==> src/rtl/trc_pkg.sv <==
package trc_pkg;
  typedef enum logic [2:0] {
    REG_CTRL   = 3'd0,
    REG_STATUS = 3'd1,
    REG_DEPTH  = 3'd2,
    REG_WIDTH  = 3'd3,
    REG_WPTR   = 3'd4,
    REG_RPTR   = 3'd5,
    REG_TCOUNT = 3'd6,
    REG_DATA   = 3'd7
  } reg_sel_e;

  localparam logic [1:0] PORT_W8 = 2'b01;

  // pointer step with wrap at an arbitrary depth
  function automatic logic [31:0] wrap_inc(logic [31:0] p, int unsigned depth);
    return (p + 32'd1 >= depth) ? 32'd0 : p + 32'd1;
  endfunction

  // software-loaded pointer, out-of-range values fold to 0
  function automatic logic [31:0] ptr_load(logic [31:0] v, int unsigned depth);
    return (v >= depth) ? 32'd0 : v;
  endfunction

  // demultiplexed mode only accompanies the 8-bit width code
  function automatic logic demux_legal(logic [1:0] width_code);
    return width_code == PORT_W8;
  endfunction
endpackage

==> src/rtl/trc_ram.sv <==
module trc_ram #(
  parameter int DEPTH   = 16,
  parameter int FRAME_W = 32,
  localparam int AW     = (DEPTH > 1) ? $clog2(DEPTH) : 1
) (
  input  logic               clk,
  input  logic               we,
  input  logic [AW-1:0]      waddr,
  input  logic [FRAME_W-1:0] wdata,
  input  logic [AW-1:0]      raddr,
  output logic [FRAME_W-1:0] rdata
);
  logic [FRAME_W-1:0] mem [DEPTH];

  always_ff @(posedge clk) begin
    if (we) mem[waddr] <= wdata;
  end

  assign rdata = mem[raddr];
endmodule

==> src/rtl/trc_fmt_stage.sv <==
module trc_fmt_stage #(
  parameter int FRAME_W = 32
) (
  input  logic               clk,
  input  logic               rst_n,
  input  logic               in_valid,
  input  logic [FRAME_W-1:0] in_data,
  output logic               out_we,
  output logic [FRAME_W-1:0] out_data,
  output logic               empty
);
  logic               hold_v;
  logic [FRAME_W-1:0] hold_d;

  always_ff @(posedge clk or negedge rst_n) begin
    if (!rst_n) begin
      hold_v <= 1'b0;
      hold_d <= '0;
    end else begin
      hold_v <= in_valid;
      if (in_valid) hold_d <= in_data;
    end
  end

  assign out_we   = hold_v;
  assign out_data = hold_d;
  assign empty    = !hold_v;

  // a frame entering the stage leaves it on the next edge
  assert_stage_one_cycle_R8: assert property (@(posedge clk) disable iff (!rst_n)
    (hold_v && !in_valid) |=> empty);
endmodule

==> src/rtl/trc_trig_ctl.sv <==
module trc_trig_ctl #(
  parameter int CNT_W = 5
) (
  input  logic             clk,
  input  logic             rst_n,
  input  logic             en,
  input  logic             en_rise,
  input  logic             frame_valid,
  input  logic             trig_in,
  input  logic             cnt_wr,
  input  logic [CNT_W-1:0] cnt_wdata,
  output logic             accept,
  output logic             triggered,
  output logic             acq_done,
  output logic [CNT_W-1:0] count
);
  logic live;       // enabled and not finished
  logic counting;   // trigger seen this cycle or earlier
  logic stop_now;   // count already exhausted at trigger time

  assign live     = en && !acq_done;
  assign counting = live && (trig_in || triggered);
  assign stop_now = counting && (count == '0);
  assign accept   = live && frame_valid && !stop_now;

  always_ff @(posedge clk or negedge rst_n) begin
    if (!rst_n) begin
      triggered <= 1'b0;
      acq_done  <= 1'b0;
      count     <= '0;
    end else begin
      if (en_rise) begin
        triggered <= 1'b0;
        acq_done  <= 1'b0;
      end else begin
        if (live && trig_in) triggered <= 1'b1;
        if (stop_now || (counting && accept && count == CNT_W'(1)))
          acq_done <= 1'b1;
      end
      if (cnt_wr)
        count <= cnt_wdata;
      else if (counting && accept)
        count <= count - CNT_W'(1);
    end
  end

  assert_no_store_after_done_R7: assert property (@(posedge clk) disable iff (!rst_n)
    acq_done |-> !accept);
  assert_done_holds_R7: assert property (@(posedge clk) disable iff (!rst_n)
    (acq_done && !en_rise) |=> acq_done);
  assert_done_needs_trigger_R6: assert property (@(posedge clk) disable iff (!rst_n)
    acq_done |-> triggered);
endmodule

==> src/rtl/trace_capture_ctrl.sv <==
module trace_capture_ctrl #(
  parameter int DEPTH   = 16,
  parameter int FRAME_W = 32
) (
  input  logic               clk,
  input  logic               rst_n,
  input  logic               frame_valid,
  input  logic [FRAME_W-1:0] frame_data,
  input  logic               trig_in,
  input  logic               reg_wr,
  input  logic               reg_rd,
  input  logic [2:0]         reg_addr,
  input  logic [31:0]        reg_wdata,
  output logic [31:0]        reg_rdata
);
  import trc_pkg::*;

  localparam int AW    = (DEPTH > 1) ? $clog2(DEPTH) : 1;
  localparam int CNT_W = $clog2(DEPTH + 1);

  logic          ctrl_en, ctrl_demux;
  logic [1:0]    ctrl_width;
  logic [AW-1:0] wptr, rptr;
  logic          full;
  logic [31:0]   rdata_q;

  logic wr_ctrl, wr_wptr, wr_rptr, wr_tcount, rd_data, en_rise;
  assign wr_ctrl   = reg_wr && reg_addr == REG_CTRL;
  assign wr_wptr   = reg_wr && reg_addr == REG_WPTR;
  assign wr_rptr   = reg_wr && reg_addr == REG_RPTR;
  assign wr_tcount = reg_wr && reg_addr == REG_TCOUNT;
  assign rd_data   = reg_rd && reg_addr == REG_DATA;
  assign en_rise   = wr_ctrl && reg_wdata[0] && !ctrl_en;

  // named internal events
  logic               accept, triggered, acq_done, fmt_empty, ram_we, wrap_evt;
  logic [CNT_W-1:0]   tcount;
  logic [FRAME_W-1:0] ram_wdata, ram_rdata;

  trc_trig_ctl #(.CNT_W(CNT_W)) u_trig (
    .clk(clk), .rst_n(rst_n), .en(ctrl_en), .en_rise(en_rise),
    .frame_valid(frame_valid), .trig_in(trig_in),
    .cnt_wr(wr_tcount), .cnt_wdata(reg_wdata[CNT_W-1:0]),
    .accept(accept), .triggered(triggered), .acq_done(acq_done), .count(tcount)
  );

  trc_fmt_stage #(.FRAME_W(FRAME_W)) u_fmt (
    .clk(clk), .rst_n(rst_n), .in_valid(accept), .in_data(frame_data),
    .out_we(ram_we), .out_data(ram_wdata), .empty(fmt_empty)
  );

  trc_ram #(.DEPTH(DEPTH), .FRAME_W(FRAME_W)) u_ram (
    .clk(clk), .we(ram_we), .waddr(wptr), .wdata(ram_wdata),
    .raddr(rptr), .rdata(ram_rdata)
  );

  assign wrap_evt = ram_we && !wr_wptr && (wptr == AW'(DEPTH - 1));

  always_ff @(posedge clk or negedge rst_n) begin
    if (!rst_n) begin
      ctrl_en    <= 1'b0;
      ctrl_demux <= 1'b0;
      ctrl_width <= 2'b00;
      wptr       <= '0;
      rptr       <= '0;
      full       <= 1'b0;
    end else begin
      if (wr_ctrl) begin
        ctrl_en    <= reg_wdata[0];
        ctrl_width <= reg_wdata[3:2];
        ctrl_demux <= reg_wdata[1] && demux_legal(reg_wdata[3:2]);
      end
      if (wr_wptr)     wptr <= AW'(ptr_load(reg_wdata, DEPTH));
      else if (ram_we) wptr <= AW'(wrap_inc(32'(wptr), DEPTH));
      if (wr_rptr)      rptr <= AW'(ptr_load(reg_wdata, DEPTH));
      else if (rd_data) rptr <= AW'(wrap_inc(32'(rptr), DEPTH));
      if (en_rise)       full <= 1'b0;
      else if (wrap_evt) full <= 1'b1;
    end
  end

  logic [31:0] status_word, csr_mux;
  assign status_word = {28'd0, fmt_empty, acq_done, triggered, full};

  always_comb begin
    unique case (reg_addr)
      REG_CTRL:   csr_mux = {28'd0, ctrl_width, ctrl_demux, ctrl_en};
      REG_STATUS: csr_mux = status_word;
      REG_DEPTH:  csr_mux = 32'(DEPTH);
      REG_WIDTH:  csr_mux = 32'(FRAME_W);
      REG_WPTR:   csr_mux = 32'(wptr);
      REG_RPTR:   csr_mux = 32'(rptr);
      REG_TCOUNT: csr_mux = 32'(tcount);
      REG_DATA:   csr_mux = 32'(ram_rdata);
      default:    csr_mux = 32'd0;
    endcase
  end

  always_ff @(posedge clk or negedge rst_n) begin
    if (!rst_n)      rdata_q <= '0;
    else if (reg_rd) rdata_q <= csr_mux;
  end
  assign reg_rdata = rdata_q;

  assert_wptr_range_R3: assert property (@(posedge clk) disable iff (!rst_n)
    32'(wptr) < DEPTH);
  assert_full_on_wrap_R4: assert property (@(posedge clk) disable iff (!rst_n)
    (ram_we && !wr_wptr && !en_rise && wptr == AW'(DEPTH - 1)) |=> (full && wptr == '0));
  assert_frozen_after_done_R7: assert property (@(posedge clk) disable iff (!rst_n)
    (acq_done && fmt_empty && !wr_wptr) |=> $stable(wptr));
  assert_rptr_step_R5: assert property (@(posedge clk) disable iff (!rst_n)
    (rd_data && !wr_rptr) |=> 32'(rptr) == wrap_inc(32'($past(rptr)), DEPTH));
  assert_demux_width_R10: assert property (@(posedge clk) disable iff (!rst_n)
    ctrl_demux |-> ctrl_width == PORT_W8);
endmodule

==> config.mk <==
export PLATFORM = sky130hd
export DESIGN_NAME = trace_capture_ctrl
export DESIGN_NICKNAME = d
export VERILOG_FILES = /design/src/rtl/trc_pkg.sv /design/src/rtl/trc_ram.sv /design/src/rtl/trc_fmt_stage.sv /design/src/rtl/trc_trig_ctl.sv /design/src/rtl/trace_capture_ctrl.sv
export SDC_FILE = /design/constraint.sdc
export NUM_CORES = 1
export LEC_CHECK = 0
export BUFFER_PORTS_ARGS = -buffer_cell sky130_fd_sc_hd__buf_2
export CAP_MARGIN = 20
export CORE_ASPECT_RATIO = 1.2
export CORE_MARGIN = 8
export CORE_UTILIZATION = 61
export CTS_BUF_LIST = sky130_fd_sc_hd__clkbuf_8 sky130_fd_sc_hd__clkbuf_16
export DETAILED_ROUTE_END_ITERATION = 7
export GPL_TIMING_DRIVEN = 0
export PLACE_DENSITY_LB_ADDON = 0.05
export SYNTH_ARGS = -nofsm -noshare
export SYNTH_HDL_FRONTEND = slang
export SYNTH_SLANG_ARGS = --single-unit
==> constraint.sdc <==
create_clock -name clk -period 5.3 [get_ports clk]
set_input_delay 0.265 -clock clk [delete_from_list [all_inputs] [get_ports clk]]
set_output_delay 0.265 -clock clk [all_outputs]
set_load 0.005 [all_outputs]
==> impl_metrics.ini <==
[setup_path]
crit_required_ps = 5750
timing.rr.start = u_trig.count[0]
critPathCaptureType = register
crit_buf_inv = 2
worstPathMaxFanout = 10
crit_chain = inv_1, ha_1, or4b_1, o211ai_2, buf_2, mux2_1
cpPeakStageDelay_ps = 560
worstSetupPathType = register to register
cp_data_arrival_time_ps = 3220
slowest_stage = o211ai_2
r2r_cells = 6
cp-start-kind = register
reg2reg_slack_ps = 2530
r2r-end = u_fmt.out_data[0]
path_delay_family = buffers and inverters

[placement]
dp_cells = 1679
place_hpwl_mm = 32.1
portBuffers = 101
gp_congestion = 0.890

[sta]
layout_min_cycle_time_ps = 2770
grt_setup_unrepaired = no
fmax_ghz = 0.361
maxSlewHeadroom_pct = 25.2
slew_viol_final = 0
fin_crit_sh_pct = 52.3
finalHoldViolations = 0
worst_clock_skew_ps = 16.0
setup_violations = 0
tightest_slew_ps = 1120

[final_layout]
layout.nets = 1377
final_util_pct = 71.7
antenna_cells = 0
drive_above_1_share_pct = 30.9
areaGrowthSynthToFinish_pct = 16.6
finalNonFillerCells = 1821
fill_cells = 2281

[clock_tree]
htree_levels = 2
clk-insertion-delay-late_ps = 580
clk_root_buffer_cell = clkbuf_16
cts_resized = 0
clock-sinks = 597
cts_buffers = 55
clk_pin_slew_ps = 60
cts_tree = done
clk_path_buf_depth = 3

[synth]
synth_area_per_cell_um2 = 21.6
async_flop_share_pct = 14.2
yosysMostFrequentCell = edfxtp_1
synthDistinctLibCells = 56
synth_top_area_share_pct = 66.4
synthFlopType = edfxtp_1
synth_area_mm2 = 0.0232
ys_top_cells_by_area = edfxtp_1 (66%), mux4_2 (15%), dfrtp_1 (9.2%)
ys_seq_area_share_pct = 75.6
syn_inst = 1072
synth-edff-count = 512
yosys.area.top_type = edfxtp_1
syn-num-nets = 1153
ys_top_cells_by_count = edfxtp_1 (512), mux4_2 (156), dfrtp_1 (85)
ys_warn_count = 0
ys_ff_latch = 597

[grt]
grt_max_degree = 53
grt.total_usage_pct = 24.0
grt_pass1_vias = 12000
antenna_found_initial = 0
grt_pass1_wl_mm = 77.9
grt_remaining_overflow = 0

[min_path]
min_to = ctrl_en
holdPathStages = 3
hold_start = reg_wr
hold_path_class = input pin to register

[run]
maxCapViolations = 0

[pwr]
ir_drop_v = 0.000419
powerDensity_mw_per_mm2 = 487
p_leak_uw = 0.00921

[die]
row_count = 78
die_w_um = 194
core-area_mm2 = 0.0377
die_y_um = 229
die_area_mm2 = 0.0445
boundaryPins = 105
initial_core_util_pct = 61.5

[detailed_routing]
vias = 11700
dr.pass1.iters = 5
routed_via_density = 6.40
wire_per_inst_um = 29.4
antenna_left = 0
routed_wl_mm = 53.5
drc = 0
drtIter0Drc = 1203

[status]
outcome = completed
## how the worst max path moves through the flow
stage	cells past startpoint	from	slack, ps	endpoint
4_1_cts	6	u_trig.count[0]	2520	u_fmt.out_data[0]
6_report	6	u_trig.count[0]	2530	u_fmt.out_data[0]
2_1_floorplan	3	wptr[0]	1650	u_ram.mem[7][0]
3_5_place_dp	6	u_trig.count[0]	2530	u_fmt.out_data[0]
3_3_place_gp	3	wptr[0]	-1920	u_ram.mem[11][15]
5_1_grt	6	u_trig.count[0]	2450	u_fmt.out_data[0]
## cell type report
type / instances / area [um2] / share of cell area [%]
flip-flops and latches: 597 / 17500 / 64.8
multi-input cells: 407 / 5350 / 19.8
clock buffers: 71 / 1620 / 5.99
repair buffers: 167 / 1330 / 4.93
well taps: 480 / 601 / 2.22
plain buffers: 57 / 308 / 1.14
clock inverters: 31 / 269 / 0.996
inverters: 11 / 41.3 / 0.153
## worst register-to-register path, cell delays in order, from the launching register on
cell and delay (ps):
dfrtp_1 400, inv_1 160, ha_1 190, or4b_1 480
o211ai_2 570, buf_2 460, mux2_1 380
## through the flow
stage	instance area [um2]	power [uW]	setup WS [ps]	hold slack, ps	TNS (ps)
floorplan	23200	8280	1650	-30.6	0
global placement	24300	9090	-1920	473	-132220
detailed placement	24700	9210	2530	287	0
CTS	27000	13200	2520	39.0	0
global route	27000	13600	2450	66.2	0
finish	27000	13200	2530	57.5	0
## power by group
part	internal [uW]	switching [uW]
registers	6040	639
logic	1250	1190
clock network	2380	1670
total	9670	3500
## cell families after synthesis
family                     share of synthesized area (%)
buffers and inverters                               1.51
AOI/OAI and AO/OA                                   2.57
and+or+nand+nor                                     2.31
muxes                                               17.4
DFF                                                 75.6
adders and majority gates                          0.432
xor gates and xnor gates                           0.189
## flip-flops by register name, indices dropped and copies added, names as in the netlist
name              count
full                  1
wptr                  4
ctrl_en               1
ctrl_width            2
ctrl_demux            1
u_trig.acq_done       1
u_ram.mem           512
u_fmt.out_data       32
u_trig.triggered      1
reg_rdata            32
u_fmt.out_we          1
u_trig.count          5
rptr                  4
## placed cells by master (no fill, tap or decap), types with 10 or more instances in the layout
| master | Yosys | routed |
|---|---|---|
| buf_6 | 2 | 14 |
| mux2i_1 | 11 | 11 |
| mux4_2 | 156 | 156 |
| a21oi_1 | 20 | 20 |
| nor2_1 | 25 | 25 |
| nand3_1 | 12 | 12 |
| buf_12 | 2 | 15 |
| a22o_1 | 26 | 26 |
| and2_2 | 0 | 12 |
| nor4_1 | 10 | 10 |
| dfrtp_1 | 85 | 85 |
| dlygate4sd3_1 | 0 | 40 |
| edfxtp_1 | 512 | 512 |
| mux2_1 | 35 | 35 |
| clkbuf_16 | 0 | 57 |
| inv_1 | 8 | 20 |
| clkbuf_1 | 31 | 31 |
| clkbuf_8 | 0 | 14 |
| nand2_1 | 22 | 22 |
| buf_2 | 19 | 119 |
## per-layer routing
metal | part of all wire (%) | up-vias | global-route usage [%]
li1 | - | 4901 | -
met5 | 0 | - | 0
met3 | 7.9 | 79 | 4.05
met1 | 41 | 6151 | 33.6
met2 | 49 | 523 | 39.8
met4 | 2.1 | 0 | 5.90
## what timing repair did
| action | CTS | global route |
|---|---|---|
| hold endpoints to repair | 78 | 0 |
| buffers inserted | 0 | 0 |
| hold buffers | 40 | 0 |
Note: power is estimated with default switching activity, not from simulation.
